### config.mk
export PLATFORM = sky130hd
export DESIGN_NAME = hdlc_tx
export DESIGN_NICKNAME = d
export VERILOG_FILES = /design/src/rtl/hdlc_tx_pkg.sv /design/src/rtl/hdlc_tx_cfg.sv /design/src/rtl/hdlc_tx_hold.sv /design/src/rtl/hdlc_tx_crc.sv /design/src/rtl/hdlc_tx_ctrl.sv /design/src/rtl/hdlc_tx.sv
export SDC_FILE = /design/constraint.sdc
export NUM_CORES = 1
export LEC_CHECK = 0
export ABC_AREA = 1
export BUFFER_PORTS_ARGS = -buffer_cell sky130_fd_sc_hd__buf_2
export CAP_MARGIN = 20
export CORE_MARGIN = 8
export CORE_UTILIZATION = 40
export CTS_CLUSTER_DIAMETER = 200
export DETAILED_ROUTE_END_ITERATION = 8
export PLACE_DENSITY = 0.68
export SYNTH_ARGS = -nofsm -noshare
export SYNTH_HDL_FRONTEND = slang
export SYNTH_SLANG_ARGS = --single-unit
export TNS_END_PERCENT = 100
### constraint.sdc
create_clock -name clk_i -period 4.45 [get_ports clk_i]
set_input_delay 0.2225 -clock clk_i [delete_from_list [all_inputs] [get_ports clk_i]]
set_output_delay 0.2225 -clock clk_i [all_outputs]
set_load 0.01 [all_outputs]
### src/rtl/hdlc_tx_pkg.sv
package hdlc_tx_pkg;
  typedef enum logic [2:0] {
    S_IDLE,
    S_FLAG_OPEN,
    S_ADDR,
    S_DATA,
    S_WAIT,
    S_FCS,
    S_FLAG_CLOSE
  } tx_state_e;

  localparam int unsigned BYTE_W     = 8;
  localparam int unsigned FCS_W      = 16;
  localparam int unsigned ONES_RUN   = 5;
  localparam logic [FCS_W-1:0] FCS_POLY   = 16'h8408;
  localparam logic [FCS_W-1:0] FCS_PRESET = 16'hFFFF;
endpackage

### src/rtl/hdlc_tx_cfg.sv
module hdlc_tx_cfg #(
  parameter int unsigned      W          = 8,
  parameter logic [W-1:0]     FLAG_RESET = 8'h7E,
  parameter logic [W-1:0]     ADDR_RESET = 8'hFF
) (
  input  logic         clk_i,
  input  logic         rst_ni,
  input  logic [W-1:0] wdata_i,
  input  logic         flag_we_i,
  input  logic         addr_we_i,
  output logic [W-1:0] flag_o,
  output logic [W-1:0] addr_o
);
  logic [W-1:0] flag_q, addr_q;

  always_ff @(posedge clk_i or negedge rst_ni) begin
    if (!rst_ni) begin
      flag_q <= FLAG_RESET;
      addr_q <= ADDR_RESET;
    end else begin
      if (flag_we_i) flag_q <= wdata_i;
      if (addr_we_i) addr_q <= wdata_i;
    end
  end

  assign flag_o = flag_q;
  assign addr_o = addr_q;
endmodule

### src/rtl/hdlc_tx_hold.sv
module hdlc_tx_hold #(
  parameter int unsigned W = 8
) (
  input  logic         clk_i,
  input  logic         rst_ni,
  input  logic [W-1:0] data_i,
  input  logic         last_i,
  input  logic         valid_i,
  output logic         ready_o,
  input  logic         block_i,
  input  logic         take_i,
  output logic         full_o,
  output logic [W-1:0] data_o,
  output logic         last_o
);
  logic         full_q, last_q;
  logic [W-1:0] data_q;
  logic         accept;

  assign ready_o = !full_q && !block_i;
  assign accept  = valid_i && ready_o;

  always_ff @(posedge clk_i or negedge rst_ni) begin
    if (!rst_ni) begin
      full_q <= 1'b0;
      last_q <= 1'b0;
      data_q <= '0;
    end else if (accept) begin
      full_q <= 1'b1;
      last_q <= last_i;
      data_q <= data_i;
    end else if (take_i) begin
      full_q <= 1'b0;
    end
  end

  assign full_o = full_q;
  assign data_o = data_q;
  assign last_o = last_q;
endmodule

### src/rtl/hdlc_tx_crc.sv
module hdlc_tx_crc #(
  parameter int unsigned      W      = 16,
  parameter logic [W-1:0]     POLY   = 16'h8408,
  parameter logic [W-1:0]     PRESET = 16'hFFFF
) (
  input  logic         clk_i,
  input  logic         rst_ni,
  input  logic         init_i,
  input  logic         en_i,
  input  logic         bit_i,
  output logic [W-1:0] crc_nxt_o
);
  logic [W-1:0] crc_q, stepped;

  // reflected form: LSB-first bit order
  always_comb begin
    stepped = crc_q >> 1;
    if (crc_q[0] ^ bit_i) stepped = stepped ^ POLY;
  end

  assign crc_nxt_o = en_i ? stepped : crc_q;

  always_ff @(posedge clk_i or negedge rst_ni) begin
    if (!rst_ni)     crc_q <= PRESET;
    else if (init_i) crc_q <= PRESET;
    else             crc_q <= crc_nxt_o;
  end
endmodule

### src/rtl/hdlc_tx_ctrl.sv
module hdlc_tx_ctrl
  import hdlc_tx_pkg::*;
#(
  parameter int unsigned BYTE_BITS = 8,
  parameter int unsigned CHK_BITS  = 16,
  parameter int unsigned RUN_LEN   = 5
) (
  input  logic                 clk_i,
  input  logic                 rst_ni,
  input  logic                 bit_en_i,
  input  logic [BYTE_BITS-1:0] flag_i,
  input  logic [BYTE_BITS-1:0] addr_i,
  input  logic                 hold_full_i,
  input  logic [BYTE_BITS-1:0] hold_data_i,
  input  logic                 hold_last_i,
  input  logic [CHK_BITS-1:0]  crc_nxt_i,
  output logic                 take_o,
  output logic                 crc_init_o,
  output logic                 crc_en_o,
  output logic                 crc_bit_o,
  output logic                 stuff_o,
  output logic                 txd_o
);
  localparam int unsigned SH_W   = CHK_BITS;
  localparam int unsigned CNT_W  = $clog2(SH_W);
  localparam int unsigned ONES_W = $clog2(RUN_LEN + 1);
  localparam logic [CNT_W-1:0]  BYTE_END = CNT_W'(BYTE_BITS - 1);
  localparam logic [CNT_W-1:0]  CHK_END  = CNT_W'(CHK_BITS - 1);
  localparam logic [ONES_W-1:0] RUN_MAX  = ONES_W'(RUN_LEN);

  tx_state_e         state_q;
  logic [SH_W-1:0]   sh_q;
  logic [CNT_W-1:0]  cnt_q;
  logic [ONES_W-1:0] ones_q;
  logic              last_q, txd_q, stuff_q;

  logic busy, stuffed_fld, stuff_now, shift_now, field_last, need_byte;

  always_comb begin
    busy        = (state_q != S_IDLE) && (state_q != S_WAIT);
    stuffed_fld = (state_q == S_ADDR) || (state_q == S_DATA) || (state_q == S_FCS);
    // run count is zero inside flags, so only a pending run from the FCS can stuff there
    stuff_now   = bit_en_i && busy && (ones_q == RUN_MAX);
    shift_now   = bit_en_i && busy && !stuff_now;
    field_last  = (cnt_q == ((state_q == S_FCS) ? CHK_END : BYTE_END));
    need_byte   = (shift_now && field_last &&
                   ((state_q == S_ADDR) || ((state_q == S_DATA) && !last_q))) ||
                  (state_q == S_WAIT);
  end

  assign take_o     = need_byte && hold_full_i;
  assign crc_init_o = bit_en_i && (state_q == S_IDLE) && hold_full_i;
  assign crc_en_o   = shift_now && ((state_q == S_ADDR) || (state_q == S_DATA));
  assign crc_bit_o  = sh_q[0];
  assign stuff_o    = stuff_q;
  assign txd_o      = txd_q;

  always_ff @(posedge clk_i or negedge rst_ni) begin
    if (!rst_ni) begin
      state_q <= S_IDLE;
      sh_q    <= '0;
      cnt_q   <= '0;
      ones_q  <= '0;
      last_q  <= 1'b0;
      txd_q   <= 1'b1;
      stuff_q <= 1'b0;
    end else if (state_q == S_WAIT) begin
      if (hold_full_i) begin
        state_q <= S_DATA;
        sh_q    <= SH_W'(hold_data_i);
        last_q  <= hold_last_i;
      end
    end else if (state_q == S_IDLE) begin
      if (bit_en_i) begin
        txd_q   <= 1'b1;
        stuff_q <= 1'b0;
        if (hold_full_i) begin
          state_q <= S_FLAG_OPEN;
          sh_q    <= SH_W'(flag_i);
          cnt_q   <= '0;
          ones_q  <= '0;
        end
      end
    end else if (stuff_now) begin
      txd_q   <= 1'b0;
      stuff_q <= 1'b1;
      ones_q  <= '0;
    end else if (shift_now) begin
      txd_q   <= sh_q[0];
      stuff_q <= 1'b0;
      sh_q    <= sh_q >> 1;
      cnt_q   <= cnt_q + CNT_W'(1);
      if (stuffed_fld && sh_q[0]) ones_q <= ones_q + ONES_W'(1);
      else                        ones_q <= '0;
      if (field_last) begin
        cnt_q <= '0;
        unique case (state_q)
          S_FLAG_OPEN: begin
            state_q <= S_ADDR;
            sh_q    <= SH_W'(addr_i);
          end
          S_ADDR, S_DATA: begin
            if ((state_q == S_DATA) && last_q) begin
              state_q <= S_FCS;
              sh_q    <= ~crc_nxt_i;
            end else if (hold_full_i) begin
              state_q <= S_DATA;
              sh_q    <= SH_W'(hold_data_i);
              last_q  <= hold_last_i;
            end else begin
              state_q <= S_WAIT;
            end
          end
          S_FCS: begin
            state_q <= S_FLAG_CLOSE;
            sh_q    <= SH_W'(flag_i);
          end
          S_FLAG_CLOSE: state_q <= S_IDLE;
          default:      state_q <= S_IDLE;
        endcase
      end
    end
  end
endmodule

### src/rtl/hdlc_tx.sv
module hdlc_tx
  import hdlc_tx_pkg::*;
#(
  parameter logic [BYTE_W-1:0] FLAG_RESET = 8'h7E,
  parameter logic [BYTE_W-1:0] ADDR_RESET = 8'hFF
) (
  input  logic              clk_i,
  input  logic              rst_ni,
  input  logic              bit_en_i,
  input  logic [BYTE_W-1:0] cfg_data_i,
  input  logic              flag_we_i,
  input  logic              addr_we_i,
  input  logic [BYTE_W-1:0] tx_data_i,
  input  logic              tx_valid_i,
  input  logic              tx_last_i,
  output logic              tx_ready_o,
  output logic              txd_o
);
  logic [BYTE_W-1:0] flag_reg, addr_reg, hold_data;
  logic              hold_full, hold_last, take, stuffing;
  logic              crc_init, crc_en, crc_bit;
  logic [FCS_W-1:0]  crc_nxt;

  hdlc_tx_cfg #(.W(BYTE_W), .FLAG_RESET(FLAG_RESET), .ADDR_RESET(ADDR_RESET)) u_cfg (
    .clk_i, .rst_ni,
    .wdata_i(cfg_data_i), .flag_we_i, .addr_we_i,
    .flag_o(flag_reg), .addr_o(addr_reg)
  );

  hdlc_tx_hold #(.W(BYTE_W)) u_hold (
    .clk_i, .rst_ni,
    .data_i(tx_data_i), .last_i(tx_last_i), .valid_i(tx_valid_i), .ready_o(tx_ready_o),
    .block_i(stuffing), .take_i(take),
    .full_o(hold_full), .data_o(hold_data), .last_o(hold_last)
  );

  hdlc_tx_crc #(.W(FCS_W), .POLY(FCS_POLY), .PRESET(FCS_PRESET)) u_crc (
    .clk_i, .rst_ni,
    .init_i(crc_init), .en_i(crc_en), .bit_i(crc_bit), .crc_nxt_o(crc_nxt)
  );

  hdlc_tx_ctrl #(.BYTE_BITS(BYTE_W), .CHK_BITS(FCS_W), .RUN_LEN(ONES_RUN)) u_ctrl (
    .clk_i, .rst_ni, .bit_en_i,
    .flag_i(flag_reg), .addr_i(addr_reg),
    .hold_full_i(hold_full), .hold_data_i(hold_data), .hold_last_i(hold_last),
    .crc_nxt_i(crc_nxt),
    .take_o(take), .crc_init_o(crc_init), .crc_en_o(crc_en), .crc_bit_o(crc_bit),
    .stuff_o(stuffing), .txd_o
  );
endmodule

; ---- Yosys cells after proc, flatten, opt, wreduce, memory -nomap -nowiden
; Cells that the tools add are included.
[classes]
n_addsub = 2
multipliers = 0
n_div = 0
magnitude_cmp = 0
eq_ne = 17
shift = 0
n_mux = 56
bitwise_logic = 4
reduce_logical = 40
[ops]
columns = cell, count
row1 = $mux 16, 12
row2 = $mux 3, 16
row3 = $pmux 16 s3, 1
row4 = $mux 4, 7
row5 = $mux 1, 18
row6 = $not 16->16, 1
row7 = $logic_and 1x1->1, 15
row8 = $mux 15, 1
row9 = $reduce_and 6->1, 2
row10 = $reduce_bool 3->1, 4
row11 = $ne 2x2->1 const B, 5
row12 = $reduce_and 5->1, 2
row13 = $reduce_bool 2->1, 5
row14 = $eq 3x3->1 const B, 3
row15 = $pmux 3 s3, 1
row16 = $eq 3x2->1 const B, 2
row17 = $ne 3x3->1 const B, 2
row18 = $add 4x1->4 const B, 1
row19 = $eq 4x4->1, 1
row20 = $logic_not 1->1, 4
row21 = $logic_or 1x1->1, 4
row22 = $ne 2x1->1 const B, 2
row23 = $reduce_and 4->1, 1
row24 = $add 3x1->3 const B, 1
row25 = 8 further kinds, 8
[totals]
regBits = 71
latchBits = 0
ramBits = 0
rom_bits = 0
input_bits = 23
out_inout_bits = 2
word_cells = 132
n_memories = 0

; ---- Logic depth before layout (Yosys ltp)
; Gate-level depths: netlist of run 1.
[depth]
depth_word = 16
mapped_depth = 12
mapped_depth_nobuf = 12

; ---- Modules after synthesis
; Synthesis of run 1 repeated with hierarchy kept, for this count alone.
[hier_totals]
hier_cells = 568
area_unflattened_um2 = 4065.1
[modules_own_cells]
columns = module, n_inst, cells_per_inst, area_per_inst_um2, seq_area_each_um2
row1 = hdlc_tx_ctrl, 1, 364, 2235.9, 726.9
row2 = hdlc_tx_crc, 1, 93, 798.3, 420.4
row3 = hdlc_tx_cfg, 1, 68, 628.1, 417.9
row4 = hdlc_tx_hold, 1, 43, 402.9, 250.2

; ---- Worst setup path after synthesis of run 1
; No wires, ideal clock.
[synth_path]
kind = register to register
start = register u_ctrl.ones_q[0]
end = register u_ctrl.sh_q[7]
setup_time_ps = 121
arrival_ps = 1536
t_required_ps = 4329
setup_slack_ps = 2793
stages_incl_launch_ff = 11
n_path_buf = 1
period_less_slack_ps = 1657
path_cell_list = dfrtp_1 -> ha_1 -> nand2_1 -> inv_1 -> nand2_1 -> nand3_2 -> nor2_8 -> inv_4 -> buf_6 -> nor2_1 -> a21oi_1
[synth_via]
elab_chain_len = 14
elab_cells_between_ends = 17
classes_between = eq/ne: 2 / mux: 8 / bitwise: 1 / reduce/logical: 6
[synth_rtl]
columns = item, line
row1 = "start, declared", hdlc_tx_ctrl.sv:34  ; logic [ONES_W-1:0] ones_q;
row2 = "start signal, assigned", hdlc_tx_ctrl.sv:93  ; if (stuffed_fld && sh_q[0]) ones_q <= ones_q + ONES_W'(1);
row3 = $eq 3x3->1 (*), hdlc_tx_ctrl.sv:43  ; stuff_now = bit_en_i && busy && (ones_q == RUN_MAX);
row4 = $logic_and 1x1->1 (*), hdlc_tx_ctrl.sv:43
row5 = $logic_not 1->1, hdlc_tx_ctrl.sv:44  ; shift_now = bit_en_i && busy && !stuff_now;
row6 = $logic_and 1x1->1, hdlc_tx_ctrl.sv:44
row7 = $logic_and 1x1->1, hdlc_tx_ctrl.sv:53  ; assign crc_en_o = shift_now && ((state_q == S_ADDR) || (state_q == S_DATA));
row8 = $mux 16, hdlc_tx_crc.sv:21  ; assign crc_nxt_o = en_i ? stepped : crc_q;
row9 = $not 16->16, hdlc_tx_ctrl.sv:105  ; sh_q <= ~crc_nxt_i;
row10 = $mux 16, hdlc_tx_ctrl.sv:103  ; if ((state_q == S_DATA) && last_q) begin
row11 = $pmux 16 s3, hdlc_tx_ctrl.sv:97  ; unique case (state_q)
row12 = $mux 16, hdlc_tx_ctrl.sv:95  ; if (field_last) begin
row13 = $mux 16, hdlc_tx_ctrl.sv:88  ; end else if (shift_now) begin
row14 = $mux 16, hdlc_tx_ctrl.sv:84  ; end else if (stuff_now) begin
row15 = $mux 16, hdlc_tx_ctrl.sv:73  ; end else if (state_q == S_IDLE) begin
row16 = $mux 16, hdlc_tx_ctrl.sv:67  ; end else if (state_q == S_WAIT) begin
row17 = "end signal, assigned", hdlc_tx_ctrl.sv:70  ; sh_q <= SH_W'(hold_data_i);
row18 = "end signal, assigned", hdlc_tx_ctrl.sv:79  ; sh_q <= SH_W'(flag_i);
row19 = "end signal, assigned", hdlc_tx_ctrl.sv:91  ; sh_q <= sh_q >> 1;
row20 = "end, declared", hdlc_tx_ctrl.sv:32  ; logic [SH_W-1:0] sh_q;
; Mark *: on every way between the ends. The rest lies on a longest branch, timed or not. The select of a mux whose other input is x is not followed.
; A chain may end at the register's enable or synchronous reset.

; ---- Worst setup path after layout of run 1
[layout_path]
start = register u_ctrl.state_q[0]
end = register u_ctrl.state_q[1]
[layout_via]
elab_chain_len = 9
elab_cells_between_ends = 31
classes_between = eq/ne: 11 / mux: 8 / reduce/logical: 12
[layout_rtl]
columns = item, line
row1 = "start, declared", hdlc_tx_ctrl.sv:31  ; tx_state_e state_q;
row2 = "start signal, assigned", hdlc_tx_ctrl.sv:60  ; state_q <= S_IDLE;
row3 = "start signal, assigned", hdlc_tx_ctrl.sv:69  ; state_q <= S_DATA;
row4 = "start signal, assigned", hdlc_tx_ctrl.sv:78  ; state_q <= S_FLAG_OPEN;
row5 = $eq 3x2->1, "hdlc_tx_ctrl.sv:97, hdlc_tx_ctrl.sv:103"
row6 = $logic_and 1x1->1, hdlc_tx_ctrl.sv:103
row7 = $mux 3, hdlc_tx_ctrl.sv:103
row8 = $pmux 3 s3, hdlc_tx_ctrl.sv:97
row9 = $mux 3, hdlc_tx_ctrl.sv:95
row10 = $mux 3, hdlc_tx_ctrl.sv:88
row11 = $mux 3, hdlc_tx_ctrl.sv:84
row12 = $mux 3, hdlc_tx_ctrl.sv:73
row13 = $mux 3, hdlc_tx_ctrl.sv:67
; Parallel ways exist; a longest one is shown, timed or not. The select of a mux whose other input is x is not followed.

==> results of run 1 <==
## power by group through the flow
stage	logic, uW	clock network (uW)	registers (uW)
after detailed placement	1240	0	1050
after global routing	1400	576	1070
after CTS	1240	554	1040
after global placement	1200	0	1040
after floorplan	981	0	1010
final	1250	539	1040
## metrics by stage
stage | cell area, sq um | std cells | utilization
after detailed placement | 4084 | 644 | 0.4277
after floorplan | 3854 | 497 | -
final | 4303 | 661 | 0.4506
after CTS | 4303 | 661 | 0.4506
after global routing | 4303 | 661 | 0.4506
after global placement | 4084 | 644 | 0.4277
## sequential cells by signal, indices dropped and copies added (netlist names)
register and flops:
u_ctrl.sh_q 16, u_ctrl.stuff_o 1, u_hold.full_o 1, u_ctrl.state_q 3, u_ctrl.ones_q 3, u_hold.last_o 1
u_crc.crc_q 16, u_ctrl.txd_o 1, u_hold.data_o 8, u_ctrl.last_q 1, u_cfg.addr_o 8, u_cfg.flag_o 8
u_ctrl.cnt_q 4
## path summary, 6_finish.rpt
path	from	endpoint	slack (ns)	cells after the start
max in group asynchronous	rst_ni	u_ctrl.txd_o$_DFFE_PN1P_	2.97	3
min	tx_data_i[5]	u_hold.data_o[5]$_DFFE_PN0P_	0.08	3
max reg2reg	u_ctrl.state_q[0]$_DFFE_PN0P_	u_ctrl.state_q[1]$_DFFE_PN0P_	2.27	9
min reg2reg	u_ctrl.stuff_o$_DFFE_PN0P_	u_ctrl.stuff_o$_DFFE_PN0P_	0.49	2
max	u_ctrl.state_q[0]$_DFFE_PN0P_	u_ctrl.state_q[1]$_DFFE_PN0P_	2.27	9
min in group asynchronous	rst_ni	u_ctrl.sh_q[0]$_DFFE_PN0P_	0.50	2
## repair_timing
| action | CTS | global route |
|---|---|---|
| hold endpoints to repair | 7 | 0 |
| resized for setup | 0 | 0 |
| buffers inserted | 0 | 0 |
| hold buffers | 1 | 0 |
## logic make-up after synthesis
family | count (synthesis) | share of synthesized area
buffers and inverters | 82 | 0.08701
AND/OR/NAND/NOR | 227 | 0.2591
XOR/XNOR | 1 | 0.002273
adder cells (fa/ha/maj) | 3 | 0.009741
flip-flops | 71 | 0.4711
AO/OA/AOI/OAI | 113 | 0.1708
## placed cells by master, fill, tap and decap left out, types with 2 or more instances in the layout
cell type,synthesis,routed
inv_4,2,2
a21oi_2,9,9
nor2_2,5,5
nand2_2,2,2
dfrtp_1,40,40
a21oi_1,15,15
nor2_4,2,2
dfstp_2,31,31
nand4_1,3,3
inv_2,4,4
nor2_1,30,30
o21ai_0,58,58
o21ai_1,3,3
nand3_1,20,20
ha_1,3,3
inv_1,64,64
nand2_1,151,151
o22ai_1,17,17
or2_2,6,6
nand3_2,2,2
buf_2,3,24
a31oi_1,5,5
nand2_4,2,2
clkbuf_8,0,12
clkinv_2,0,2
## critical path, delay by kind of cell (launching register included)
family	cells	cell delay [ns]
AO/OA/AOI/OAI	1	0.09
buffers and inverters	1	0.14
flip-flops	1	0.47
AND/OR/NAND/NOR	7	1.39
## layer usage
metal	wire [um]	share of wire
met1	4027	0.44
met2	4623	0.50
met3	411	0.045
met4	134	0.015
met5	0	0
## area by class of cell
class	count	area, sq um
fill	985	5246
clock inverter	3	40.04
multi-input combinational	344	1703
sequential	71	1815
tap	133	166.4
timing repair buffer	26	137.6
clock buffer	13	168.9
inverter	71	271.5
==> flow_summary.toml, run 1 <==
[global_route]
grt_pass1_vias = 3218
grt_max_degree = 38
busiest_layer = "met2"
use_met1 = 0.1758
antenna_found_initial = 0
grt_pass1_wl_mm = 15.37
grtUsageMet3 = 0.02479
grt.overflow.total = 0
grt.total_usage = 0.1477
grtUsageMet2 = 0.2591

[timing]
slew_violations = 0
skew_ns = 0.01086
relSlewSlack = 0.4792
holdWs_ns = 0.07501
grt_setup_unrepaired = "no"
fin_ws_ns = 2.267
fmax_ghz = 0.4582
finalCritPeriodShare = 0.4905
worst_slew_pin_slew_ns = 0.7812
min_period_ns = 2.183
setup-violations-final = 0
finalHoldViolations = 0
setup_tns_ns = 0

[power_and_ir_drop]
swShare = 0.4307
total_power_uw = 2832
pwr-share-comb = 0.441
p_leak_uw = 0.002116
pwr_density_cell_nw_per_um2 = 658.1
seq_power_share = 0.368
vdd_drop_max_mv = 0.2335
p_int_uw = 1612
power.switching_uw = 1220
clkPwrFrac = 0.190

[drt]
drt_pass1_iterations = 5
wirelength_mm = 9.196
drt_iter0_drc = 237
viasPerCell = 5.086
antenna_left = 0
drc = 0
vias = 3362
wire_per_inst_um = 13.91

[die]
num_rows = 36
die_w_um = 114.2
start_util = 0.4036
io_pins = 25
die_h_um = 114.2
fp.coreArea_sq_um = 9549
dieArea_sq_um = 13030

[logic_synthesis]
avgSynthCellArea_sq_um = 7.754
ys_ff_latch = 71
async_flop_share = 1.000
ys_seq_area_frac = 0.4711
netlist_top_cells_area = "dfrtp_1, dfstp_2, nand2_1, o21ai_0, inv_1"
synth.yosys.warnings = 0
synth_fp_nets = 523
netlist_top_cells_count = "nand2_1, inv_1, o21ai_0"
syn_inst = 497
synth_top_area_cell = "dfrtp_1"
yosys_most_used_dff = "dfrtp_1"
synth_top_area_share = 0.2597
ys_types = 38
mappedNetlistArea_sq_um = 3854
synth_edf_count = 0
synth_most_common_cell = "nand2_1"

[placement]
gp_congestion = 0.9082
portBuffers = 24
hpwl_mm = 6.542
dp_slack_ns = 2.293

[cells_and_area]
drive_above_1_share = 0.2083
layout.nets = 549
area_growth_pct = 11.66
antenna_cells = 0

[worst_setup_path]
critPathLaunchType = "flop"
arrival_ns = 2.43
cpMaxStageDelayCell = "dfrtp_1"
cp_cell_sequence = "nor2_4 -> nor2_2 -> nand2_1 -> nand3_2 -> nor2_8 -> inv_4 -> nor2_2 -> nand2_1 -> o21ai_0"
critPathKind = "reg -> reg"
endpoint_kind = "flop"
path_max_fanout = 18
required_ns = 4.70
slowest_delay_ns = 0.47

[run]
max-cap-violations = 0

[clocking]
cts_root_buffer = "clkbuf_8"
cts_buffer_depth = 2
worst_skew_pair.late_latency_ns = 0.35
clkSlewWorstSetupHoldPaths_ns = 0.08
htree_levels = 3
numCtsBuffers = 9
cts_sinks = 71
cts_tree = "built"

[hold_path]
hp-class = "in -> reg"

[run_status]
status = "finished clean"
(Power assumes the default switching activity.)
==> run 2: changes to the inputs <==
--- a/config.mk
+++ b/config.mk
@@ -12,7 +12,7 @@
 export CORE_UTILIZATION = 40
 export CTS_CLUSTER_DIAMETER = 200
 export DETAILED_ROUTE_END_ITERATION = 8
-export PLACE_DENSITY = 0.68
+export PLACE_DENSITY = 0.7
 export SYNTH_ARGS = -nofsm -noshare
 export SYNTH_HDL_FRONTEND = slang
 export SYNTH_SLANG_ARGS = --single-unit
==> constraint.sdc (replaced) <==
create_clock -name clk_i -period 1.8 [get_ports clk_i]
set_input_delay 0.09 -clock clk_i [delete_from_list [all_inputs] [get_ports clk_i]]
set_output_delay 0.09 -clock clk_i [all_outputs]
set_load 0.01 [all_outputs]
==> flow_summary.toml, run 2 (synthesized netlist as in run 1, its figures left out) <==
[cells_and_area]
layout_common_cells = "nand2_1, inv_1, o21ai_0, dfrtp_1, dfstp_2"
seq_area_sq_um = 1819
multi_input_area_sq_um = 1739
antenna_cells = 0
drive_above_1_share = 0.2456
final_cell_area_sq_um = 4710
layout.nets = 587
largestRegisters = "u_crc.crc_q: 16 flops, u_ctrl.sh_q: 16 flops"
final_common_cell = "nand2_1"
area_growth_pct = 22.21
n_fill_cell = 948

[global_route]
grt_max_degree = 46
grt_pass1_wl_mm = 15.56
grt.total_usage = 0.1504
grt.overflow.total = 0
grt_pass1_vias = 3376
antenna_found_initial = 0

[drt]
viasPerCell = 4.977
antenna_left = 0
wirelength_mm = 9.330
vias = 3479
drc = 0
wire_per_inst_um = 13.35
drt_iter0_drc = 181
drt_pass1_iterations = 5

[worst_setup_path]
endpoint_kind = "flop"
crit_buf_inv = 3
critPathLaunchType = "flop"
slowest_delay_ns = 0.44
required_ns = 2.08
worst-path-stages = 11
arrival_ns = 1.96
r2r-start = "u_ctrl.state_q[2]$_DFFE_PN0P_"
critPathKind = "reg -> reg"
crit_family = "simple AND/OR/NAND/NOR gates"
cpMaxStageDelayCell = "dfrtp_2"
r2r_slack_ns = 0.12
path_max_fanout = 6
r2r-end = "u_ctrl.sh_q[5]$_DFFE_PN0P_"
path_common_cell = "nand2_1"
r2r_cells = 11
cp_cell_sequence = "inv_1 -> nand2_2 -> buf_4 -> nor2_4 -> buf_6 -> nand2_1 -> nand3_1 -> nand2_1 -> nand2_1 -> nand2_1 -> a21oi_1"

[run_status]
status = "finished clean"

[hold_path]
worstHoldStart = "addr_we_i"
holdPathStages = 3
hp-class = "in -> reg"
hold-path-endpoint = "u_cfg.addr_o[0]$_DFFE_PN1P_"

[clocking]
clkSlewWorstSetupHoldPaths_ns = 0.08
cts_sinks = 71
cts_buffer_depth = 2
worst_skew_pair.late_latency_ns = 0.36
cts_tree = "built"
cts_root_buffer = "clkbuf_8"
htree_levels = 3
numCtsBuffers = 9

[power_and_ir_drop]
vdd_drop_max_mv = 0.6841
p_leak_uw = 0.002294
pwr_density_cell_nw_per_um2 = 1589
total_power_uw = 7484

[placement]
placed_area_sq_um = 4224
hpwl_mm = 6.529
portBuffers = 24
gp_congestion = 0.8434

[die]
dieArea_sq_um = 13030
start_util = 0.4036
num_rows = 36
io_pins = 25
fp.coreArea_sq_um = 9549
die_h_um = 114.2
die_w_um = 114.2

[timing]
finalCritPeriodShare = 0.9310
fmax_ghz = 0.5967
worst_slew_pin_slew_ns = 0.5258
finalHoldViolations = 0
skew_ns = 0.01453
relSlewSlack = 0.6479
setup_tns_ns = 0
slew_violations = 0
setup-violations-final = 0
min_period_ns = 1.676

[run]
max-cap-violations = 0
[run 2: cell types whose count changed in the layout (fill, tap and decap cells not counted), sizes merged]
cell	before	now
buf	25	45
dlygate4sd3	1	19
clkbuf	13	11
bufinv	1	2
clkinvlp	0	1
[run 2: cell type report]
type	instances	share of cell area
Sequential cell	71	0.3863
Clock inverter	5	0.01727
Clock buffer	11	0.03002
Inverter	71	0.05818
Multi-Input combinational cell	344	0.3693
Timing Repair Buffer	64	0.1036
Tap cell	133	0.03533
[run 2: worst register-to-register path: cells and delay by family (launching register included)]
family          cells  cell delay (ns)
flops               1             0.44
compound gates      1             0.11
buf+inv             3             0.44
simple gates        7             0.62
[run 2: how the worst max path moves through the flow]
stage	end	startpoint	slack, ns
final	u_ctrl.sh_q[5]$_DFFE_PN0P_	u_ctrl.state_q[2]$_DFFE_PN0P_	0.12
after global routing	u_ctrl.sh_q[4]$_DFFE_PN0P_	u_ctrl.ones_q[1]$_DFFE_PN0P_	-0.01
after CTS	u_ctrl.state_q[2]$_DFFE_PN0P_	u_ctrl.ones_q[1]$_DFFE_PN0P_	0.004
after detailed placement	u_ctrl.state_q[2]$_DFFE_PN0P_	u_ctrl.ones_q[1]$_DFFE_PN0P_	0.02
after global placement	u_ctrl.last_q$_DFFE_PN0P_	u_ctrl.ones_q[0]$_DFFE_PN0P_	0.09
after floorplan	u_ctrl.sh_q[7]$_DFFE_PN0P_	u_ctrl.ones_q[0]$_DFFE_PN0P_	0.14
[run 2: timing repair]
item / CTS / global route
hold buffers: 19 / 0
setup buffers: 0 / 3
gates resized for setup: 0 / 16
endpoints found under the setup margin: 0 / 26
hold endpoints to repair: 72 / 0
[run 2: power breakdown]
| part | internal [uW] | leakage, uW | total (uW) | switching (uW) |
|---|---|---|---|---|
| registers | 2250 | 0.000827 | 2550 | 301 |
| logic | 1260 | 0.00136 | 3500 | 2240 |
| clock network | 818 | 0.000110 | 1440 | 619 |
| total | 4320 | 0.00229 | 7480 | 3160 |
[run 2: layer usage]
layer / vias up / share of wire / global-route usage
met5: - / 0 / 0
met4: 0 / 0.017 / 0.06122
met1: 1655 / 0.46 / 0.1823
met2: 78 / 0.49 / 0.2488
met3: 14 / 0.034 / 0.03850
li1: 1732 / - / -
[run 2: through the flow]
step | instances | hold WS, ns | setup WS (ns) | utilization
finish | 699 | 0.05352 | 0.1242 | 0.4932
CTS | 696 | 0.04358 | 0.004100 | 0.4856
floorplan | 497 | -0.2056 | 0.1432 | -
global route | 699 | 0.07288 | -0.01011 | 0.4932
detailed placement | 661 | -0.02480 | 0.02172 | 0.4423
global placement | 661 | -0.02686 | 0.08691 | 0.4423
